### config.mk
export PLATFORM = sky130hd
export DESIGN_NAME = fpm_dram_ctrl
export DESIGN_NICKNAME = d
export VERILOG_FILES = /design/src/rtl/fpm_pkg.sv /design/src/rtl/fpm_sat_count.sv /design/src/rtl/fpm_page_track.sv /design/src/rtl/fpm_seq.sv /design/src/rtl/fpm_dram_ctrl.sv
export SDC_FILE = /design/constraint.sdc
export NUM_CORES = 1
export LEC_CHECK = 0
export BUFFER_PORTS_ARGS = -buffer_cell sky130_fd_sc_hd__buf_2
export CAP_MARGIN = 20
export CELL_PAD_IN_SITES_DETAIL_PLACEMENT = 0
export CELL_PAD_IN_SITES_GLOBAL_PLACEMENT = 1
export CORE_MARGIN = 2
export CORE_UTILIZATION = 48
export DETAILED_ROUTE_END_ITERATION = 10
export PLACE_DENSITY_LB_ADDON = 0.25
export SETUP_SLACK_MARGIN = 0.4
export SLEW_MARGIN = 20
export SYNTH_ARGS = -nofsm -noshare
export SYNTH_HDL_FRONTEND = slang
export SYNTH_SLANG_ARGS = --single-unit
export TNS_END_PERCENT = 5
### constraint.sdc
create_clock -name clk -period 7.3 [get_ports clk]
set_input_delay 0.73 -clock clk [delete_from_list [all_inputs] [get_ports clk]]
set_output_delay 0.73 -clock clk [all_outputs]
set_load 0.03 [all_outputs]
### src/rtl/fpm_pkg.sv
package fpm_pkg;

  typedef enum logic [2:0] {
    ST_IDLE,
    ST_ROW,
    ST_CSETUP,
    ST_CSTROBE,
    ST_CPRE,
    ST_OPEN,
    ST_CLOSE,
    ST_RPRE
  } fpm_state_e;

  function automatic int fpm_max(input int a, input int b);
    return (a > b) ? a : b;
  endfunction

  function automatic logic fpm_ras_low(input fpm_state_e s);
    return (s != ST_IDLE) && (s != ST_RPRE);
  endfunction

endpackage

### src/rtl/fpm_sat_count.sv
module fpm_sat_count #(
  parameter int W = 6
) (
  input  logic         clk,
  input  logic         rst_n,
  input  logic         clr,
  input  logic         inc,
  output logic [W-1:0] q
);

  localparam logic [W-1:0] TOP = {W{1'b1}};

  logic [W-1:0] q_d;

  always_comb begin
    q_d = q;
    if (clr)
      q_d = '0;
    else if (inc && (q != TOP))
      q_d = q + 1'b1;
  end

  always_ff @(posedge clk or negedge rst_n) begin
    if (!rst_n)
      q <= '0;
    else
      q <= q_d;
  end

endmodule

### src/rtl/fpm_page_track.sv
module fpm_page_track #(
  parameter int ROW_W = 12
) (
  input  logic             clk,
  input  logic             rst_n,
  input  logic             load,
  input  logic [ROW_W-1:0] row_in,
  output logic             row_hit
);

  logic [ROW_W-1:0] open_row_q;

  always_ff @(posedge clk or negedge rst_n) begin
    if (!rst_n)
      open_row_q <= '0;
    else if (load)
      open_row_q <= row_in;
  end

  assign row_hit = (row_in == open_row_q);

endmodule

### src/rtl/fpm_seq.sv
module fpm_seq
  import fpm_pkg::*;
#(
  parameter int T_RCD     = 3,
  parameter int T_CAS     = 3,
  parameter int T_AA      = 5,
  parameter int T_RAC     = 10,
  parameter int T_CP      = 2,
  parameter int T_RP      = 6,
  parameter int T_RAS_MIN = 10,
  parameter int T_RAS_MAX = 60,
  parameter int CNT_W     = 6
) (
  input  logic             clk,
  input  logic             rst_n,
  input  logic             req_valid,
  input  logic             row_hit,
  input  logic             page_close,
  input  logic             op_write,
  input  logic [CNT_W-1:0] ras_cnt,
  input  logic [CNT_W-1:0] ph_cnt,
  output fpm_state_e       state_q,
  output fpm_state_e       state_d,
  output logic             ready,
  output logic             strobe_done
);

  // column address is on the bus one cycle before the strobe falls
  localparam int STROBE_LEN = fpm_max(T_CAS, T_AA - 1);
  // last RAS-low count at which a further column still fits, with a close
  localparam int WIN_LAST   = T_RAS_MAX - 4 - STROBE_LEN - T_CP;

  localparam logic [CNT_W-1:0] K_RCD  = CNT_W'(T_RCD - 1);
  localparam logic [CNT_W-1:0] K_STB  = CNT_W'(STROBE_LEN - 1);
  localparam logic [CNT_W-1:0] K_RAC  = CNT_W'(T_RAC - 1);
  localparam logic [CNT_W-1:0] K_CP   = CNT_W'(T_CP - 1);
  localparam logic [CNT_W-1:0] K_RP   = CNT_W'(T_RP - 1);
  localparam logic [CNT_W-1:0] K_RMIN = CNT_W'(T_RAS_MIN - 1);
  localparam logic [CNT_W-1:0] K_WIN  = CNT_W'(WIN_LAST);

  logic win_ok;

  assign win_ok      = (ras_cnt <= K_WIN);
  assign strobe_done = (state_q == ST_CSTROBE) && (ph_cnt >= K_STB) &&
                       (op_write || (ras_cnt >= K_RAC));

  always_comb begin
    state_d = state_q;
    ready   = 1'b0;
    case (state_q)
      ST_IDLE: begin
        ready = !page_close;
        if (req_valid && !page_close)
          state_d = ST_ROW;
      end
      ST_ROW: begin
        if (ph_cnt >= K_RCD)
          state_d = ST_CSETUP;
      end
      ST_CSETUP: state_d = ST_CSTROBE;
      ST_CSTROBE: begin
        if (strobe_done)
          state_d = ST_CPRE;
      end
      ST_CPRE: begin
        if (ph_cnt >= K_CP)
          state_d = ST_OPEN;
      end
      ST_OPEN: begin
        ready = !page_close && win_ok && row_hit;
        if (page_close || !win_ok || (req_valid && !row_hit))
          state_d = ST_CLOSE;
        else if (req_valid)
          state_d = ST_CSETUP;
      end
      ST_CLOSE: begin
        if (ras_cnt >= K_RMIN)
          state_d = ST_RPRE;
      end
      ST_RPRE: begin
        if (ph_cnt >= K_RP)
          state_d = ST_IDLE;
      end
      default: state_d = ST_IDLE;
    endcase
  end

  always_ff @(posedge clk or negedge rst_n) begin
    if (!rst_n)
      state_q <= ST_IDLE;
    else
      state_q <= state_d;
  end

endmodule

### src/rtl/fpm_dram_ctrl.sv
module fpm_dram_ctrl
  import fpm_pkg::*;
#(
  parameter int ROW_W     = 12,
  parameter int COL_W     = 12,
  parameter int DATA_W    = 4,
  parameter int T_RCD     = 3,
  parameter int T_CAS     = 3,
  parameter int T_AA      = 5,
  parameter int T_RAC     = 10,
  parameter int T_CP      = 2,
  parameter int T_RP      = 6,
  parameter int T_RAS_MIN = 10,
  parameter int T_RAS_MAX = 60,
  localparam int ADDR_W   = ROW_W + COL_W,
  localparam int MUX_W    = fpm_max(ROW_W, COL_W)
) (
  input  logic              clk,
  input  logic              rst_n,
  input  logic              req_valid,
  output logic              req_ready,
  input  logic              req_write,
  input  logic [ADDR_W-1:0] req_addr,
  input  logic [DATA_W-1:0] req_wdata,
  output logic              rsp_valid,
  output logic [DATA_W-1:0] rsp_rdata,
  input  logic              page_close,
  output logic              dram_ras_n,
  output logic              dram_cas_n,
  output logic              dram_we_n,
  output logic              dram_oe_n,
  output logic [MUX_W-1:0]  dram_addr,
  output logic [DATA_W-1:0] dram_dq_out,
  output logic              dram_dq_oe,
  input  logic [DATA_W-1:0] dram_dq_in
);

  localparam int CNT_MAX = fpm_max(fpm_max(T_RAS_MAX, T_RP),
                                   fpm_max(T_RAC, fpm_max(T_CAS, T_AA)));
  localparam int CNT_W   = $clog2(CNT_MAX + 2);

  // reset release synchronizer
  logic [1:0] run_sync_q;
  logic       run_en;

  always_ff @(posedge clk or negedge rst_n) begin
    if (!rst_n)
      run_sync_q <= 2'b00;
    else
      run_sync_q <= {run_sync_q[0], 1'b1};
  end
  assign run_en = run_sync_q[1];

  fpm_state_e       state_q, state_d;
  logic [CNT_W-1:0] ras_cnt, ph_cnt;
  logic             seq_ready, strobe_done, row_hit, accept;

  logic              rq_write_q;
  logic [ADDR_W-1:0] rq_addr_q;
  logic [DATA_W-1:0] rq_wdata_q;

  assign req_ready = seq_ready && run_en;
  assign accept    = req_valid && req_ready;

  fpm_seq #(
    .T_RCD(T_RCD), .T_CAS(T_CAS), .T_AA(T_AA), .T_RAC(T_RAC),
    .T_CP(T_CP), .T_RP(T_RP), .T_RAS_MIN(T_RAS_MIN), .T_RAS_MAX(T_RAS_MAX),
    .CNT_W(CNT_W)
  ) i_seq (
    .clk        (clk),
    .rst_n      (rst_n),
    .req_valid  (req_valid && run_en),
    .row_hit    (row_hit),
    .page_close (page_close),
    .op_write   (rq_write_q),
    .ras_cnt    (ras_cnt),
    .ph_cnt     (ph_cnt),
    .state_q    (state_q),
    .state_d    (state_d),
    .ready      (seq_ready),
    .strobe_done(strobe_done)
  );

  // cycles since the row strobe fell; zero whenever it is high
  fpm_sat_count #(.W(CNT_W)) i_ras_cnt (
    .clk  (clk),
    .rst_n(rst_n),
    .clr  (!fpm_ras_low(state_q)),
    .inc  (1'b1),
    .q    (ras_cnt)
  );

  // cycles spent in the current state
  fpm_sat_count #(.W(CNT_W)) i_ph_cnt (
    .clk  (clk),
    .rst_n(rst_n),
    .clr  (state_d != state_q),
    .inc  (1'b1),
    .q    (ph_cnt)
  );

  fpm_page_track #(.ROW_W(ROW_W)) i_page (
    .clk    (clk),
    .rst_n  (rst_n),
    .load   (accept && (state_q == ST_IDLE)),
    .row_in (req_addr[ADDR_W-1:COL_W]),
    .row_hit(row_hit)
  );

  // request hold register
  always_ff @(posedge clk or negedge rst_n) begin
    if (!rst_n) begin
      rq_write_q <= 1'b0;
      rq_addr_q  <= '0;
      rq_wdata_q <= '0;
    end else if (accept) begin
      rq_write_q <= req_write;
      rq_addr_q  <= req_addr;
      rq_wdata_q <= req_wdata;
    end
  end

  // next values of the registered memory-side outputs
  logic              sel_write;
  logic [ADDR_W-1:0] sel_addr;
  logic [DATA_W-1:0] sel_wdata;
  logic              ras_low_d, cas_low_d, col_phase_d;
  logic [MUX_W-1:0]  addr_d;
  logic              rsp_cap;

  always_comb begin
    sel_write   = accept ? req_write : rq_write_q;
    sel_addr    = accept ? req_addr  : rq_addr_q;
    sel_wdata   = accept ? req_wdata : rq_wdata_q;
    ras_low_d   = fpm_ras_low(state_d);
    cas_low_d   = (state_d == ST_CSTROBE);
    col_phase_d = (state_d == ST_CSETUP) || (state_d == ST_CSTROBE);
    if (col_phase_d)
      addr_d = MUX_W'(sel_addr[COL_W-1:0]);
    else
      addr_d = MUX_W'(sel_addr[ADDR_W-1:COL_W]);
    rsp_cap = strobe_done && !rq_write_q;
  end

  always_ff @(posedge clk or negedge rst_n) begin
    if (!rst_n) begin
      dram_ras_n  <= 1'b1;
      dram_cas_n  <= 1'b1;
      dram_we_n   <= 1'b1;
      dram_oe_n   <= 1'b1;
      dram_addr   <= '0;
      dram_dq_out <= '0;
      dram_dq_oe  <= 1'b0;
    end else begin
      dram_ras_n  <= !ras_low_d;
      dram_cas_n  <= !cas_low_d;
      dram_we_n   <= !(col_phase_d && sel_write);
      dram_oe_n   <= !(cas_low_d && !sel_write);
      dram_addr   <= addr_d;
      dram_dq_out <= sel_wdata;
      dram_dq_oe  <= col_phase_d && sel_write;
    end
  end

  // read capture at the edge that ends the column strobe
  always_ff @(posedge clk or negedge rst_n) begin
    if (!rst_n) begin
      rsp_valid <= 1'b0;
      rsp_rdata <= '0;
    end else begin
      rsp_valid <= rsp_cap;
      if (rsp_cap)
        rsp_rdata <= dram_dq_in;
    end
  end

endmodule

==> results.cfg <==
[routing]
routed_wirelength_microns = 10120
antenna_left = 0
drc = 0
drt_iter0_drc = 227
via_count = 3284
dr.pass1.iters = 4
via_per_inst = 5.854
wl_per_cell_microns = 18.03

[layout]
nFillCells = 718
fin_util = 0.5732
diodes = 0
drive_gt1_frac = 0.2675
finish.net_count = 496
synthToLayoutAreaGrowth_pct = 14.66
design_area_sq_um = 4757

[logic_synthesis]
synth_top_area_frac = 0.4584
synth_area_per_cell_sq_um = 10.27
synth-seq-area-share = 0.4837
async_flop_share = 1.000
syn_nets = 449
yosys.area.top_type = dfrtp_1
yosysWarnings = 0
ys_top_cells_by_area = dfrtp_1 46%, nand2_1 4.4%, a22oi_1 4.3%
synth-edff-count = 0
synthFlopType = dfrtp_1
synth.cell_area_sq_um = 4149
netlist_instances = 404
ys_seq_elements = 80
synth_cell_type_count = 56

[critical_path]
rr_startpoint = i_ras_cnt.q[0]$_DFFE_PN0P_
critPathMostFrequentCell = buf_2
critPathTopFamily = simple AND/OR/NAND/NOR gates
cp-end-kind = output pin
cp-start-kind = input port
r2r_slack_ns = 4.25
crit_required_ns = 6.57
path_depth = 7
crit_fanout = 26
arrival_ns = 2.97
slowest_stage = and3_1
crit_type = in2out
reg2reg_depth = 8
r2r_end = dram_addr[0]$_DFF_PN0_
cp-startpoint = req_addr[16]
crit_buf_inv = 2
path_cells = buf_2, xor2_1, nor4_1, and3_1, a31oi_1, nor2b_1, buf_2
cpPeakStageDelay_ns = 0.94

[sta]
layout_min_cycle_time_ns = 3.701
period_share = 0.5070
tightest_slew_ns = 1.075
setup_tns_ns = 0
relSlewSlack = 0.2836
finalSetupViolations = 0
skew_ns = 0.01198
grt_setup_unrepaired = false
fmax_ghz = 0.2702
hold_violations = 0
maxSlewViolCount = 0

[outcome]
status = complete, no violations

[power_and_ir_drop]
leakage_nw = 2.008
p_per_area_nw_per_um2 = 318.7
peakVddDrop_mv = 0.1429
power_mw = 1.516

[global_route]
grt_usage = 0.2221
grt.met3_usage = 0.04046
antenna_found_initial = 0
first_global_vias = 3299
grtUsageMet2 = 0.3665
grt_overflow_total = 0
grt_start_max_net_pins = 81
use_met1 = 0.3015
grt_pass1_wl_microns = 16840
grt_busiest_layer = met2

[clock_tree]
cts_setup_buffers = 0
cts.path.max_buffers = 2
clk_latency_ns = 0.35
cts.repair.resized = 0
cts.clk_slew.worst_paths_ns = 0.08
root_buffer = clkbuf_8
cts_buffers = 9
h-tree-depth = 3
numClockSinks = 80
cts_tree = yes
cts_hold_buf = 0

[job]
drv_cap = 0

[die]
num_io_pins = 64
row_count = 33
die_area_sq_um = 9403
initial_utilization = 0.4999
dieWidth_microns = 96.97
fp.coreArea_sq_um = 8299
dieHeight_microns = 96.97

[place]
gp_congestion = 0.7539
port_buffers = 63
hpwl_microns = 6406
dpl-instance-area_sq_um = 4511

[worst_hold_path]
worstHoldPathType = reg2reg
hold_depth = 0
min_from = run_sync_q[0]$_DFF_PN0_
min_to = run_sync_q[1]$_DFF_PN0_
-- flip-flops by register name (all words and copies together) (netlist names) --
name               count
dram_we_n              1
dram_dq_oe             1
i_ras_cnt.q            6
run_sync_q             2
i_seq.state_q          3
i_page.open_row_q     12
rsp_rdata              4
rq_addr_q             24
rq_write_q             1
dram_cas_n             1
dram_ras_n             1
dram_addr             12
i_ph_cnt.q             6
rsp_valid              1
dram_oe_n              1
dram_dq_out            4
-- synth_stat cells, types with 9 or more instances --
| cell | instances |
|---|---|
| a22oi_1 | 24 |
| clkbuf_1 | 23 |
| dfrtp_1 | 76 |
| mux2_2 | 12 |
| nand2_1 | 49 |
| nand3_1 | 31 |
| nand4_1 | 25 |
| nor2_1 | 21 |
| o211ai_1 | 24 |
| xor2_1 | 9 |
-- metrics by stage --
stage	hold slack, ns	setup slack (ns)	std cells
after floorplan	0.3312	4.402	404
after CTS	0.3641	3.638	561
after global placement	0.3363	3.696	545
final	0.3614	3.599	561
after detailed placement	0.3450	3.693	545
after global routing	0.3729	3.444	561
-- cells by family after synthesis --
logic type      after synthesis  share of synthesized area
simple gates                163                     0.2060
compound gates               77                     0.1466
mux                          21                    0.06393
other cells                   1                  0.0009038
xor+xnor                     18                    0.03981
flops                        80                     0.4837
fa+ha+maj                     8                    0.02413
buf+inv                      36                    0.03498
-- worst max path at each step --
| stage | to |
|---|---|
| finish | req_ready |
| global route | req_ready |
| CTS | req_ready |
| detailed placement | req_ready |
| global placement | req_ready |
| floorplan | req_ready |
-- power breakdown --
group / internal, mW / switching (mW) / leakage (nW) / total (mW)
clock: 0.230 / 0.167 / 0.117 / 0.397
sequential: 0.524 / 0.0937 / 0.879 / 0.618
combinational: 0.209 / 0.292 / 1.01 / 0.501
-- cells in the final DEF (no fill, tap or decap), types with 2 or more instances in the layout --
cell | Yosys | routed
nand2b_1 | 6 | 6
a22oi_1 | 24 | 24
bufinv_16 | 0 | 3
nand2_1 | 49 | 49
a211oi_1 | 3 | 3
inv_1 | 6 | 6
nor4_1 | 4 | 4
o21ai_0 | 4 | 4
o211ai_1 | 24 | 24
and3_1 | 4 | 4
clkbuf_8 | 0 | 9
xor2_1 | 9 | 9
dfrtp_1 | 76 | 76
a21oi_1 | 6 | 6
nor2b_1 | 3 | 3
xnor2_1 | 8 | 8
ha_1 | 8 | 8
nor3_1 | 4 | 3
dfstp_2 | 4 | 4
nand3_1 | 31 | 31
nand4_1 | 25 | 25
buf_2 | 2 | 62
a31oi_1 | 2 | 2
mux2_2 | 12 | 12
buf_4 | 0 | 3
or2_2 | 2 | 2
nand3b_1 | 2 | 2
or3_1 | 3 | 3
mux2_4 | 8 | 8
nor2_1 | 21 | 20
inv_6 | 0 | 2
-- metal layers --
| layer | vias up | share of wire | wire length (microns) |
|---|---|---|---|
| li1 | 1569 | - | - |
| met1 | 1634 | 0.43 | 4380 |
| met2 | 76 | 0.52 | 5240 |
| met3 | 5 | 0.041 | 412 |
| met4 | 0 | 0.0083 | 84 |
| met5 | - | 0 | 0 |
-- cell type report --
class / count / area [sq um] / area share
multi-input combinational: 288 / 2009 / 0.4224
timing repair buffer: 66 / 344.1 / 0.07233
inverter: 6 / 22.52 / 0.004734
clock buffer: 10 / 127.6 / 0.02683
clock inverter: 6 / 115.1 / 0.02420
tap: 105 / 131.4 / 0.02762
sequential: 80 / 2007 / 0.4219
(Power assumes the default switching activity.)
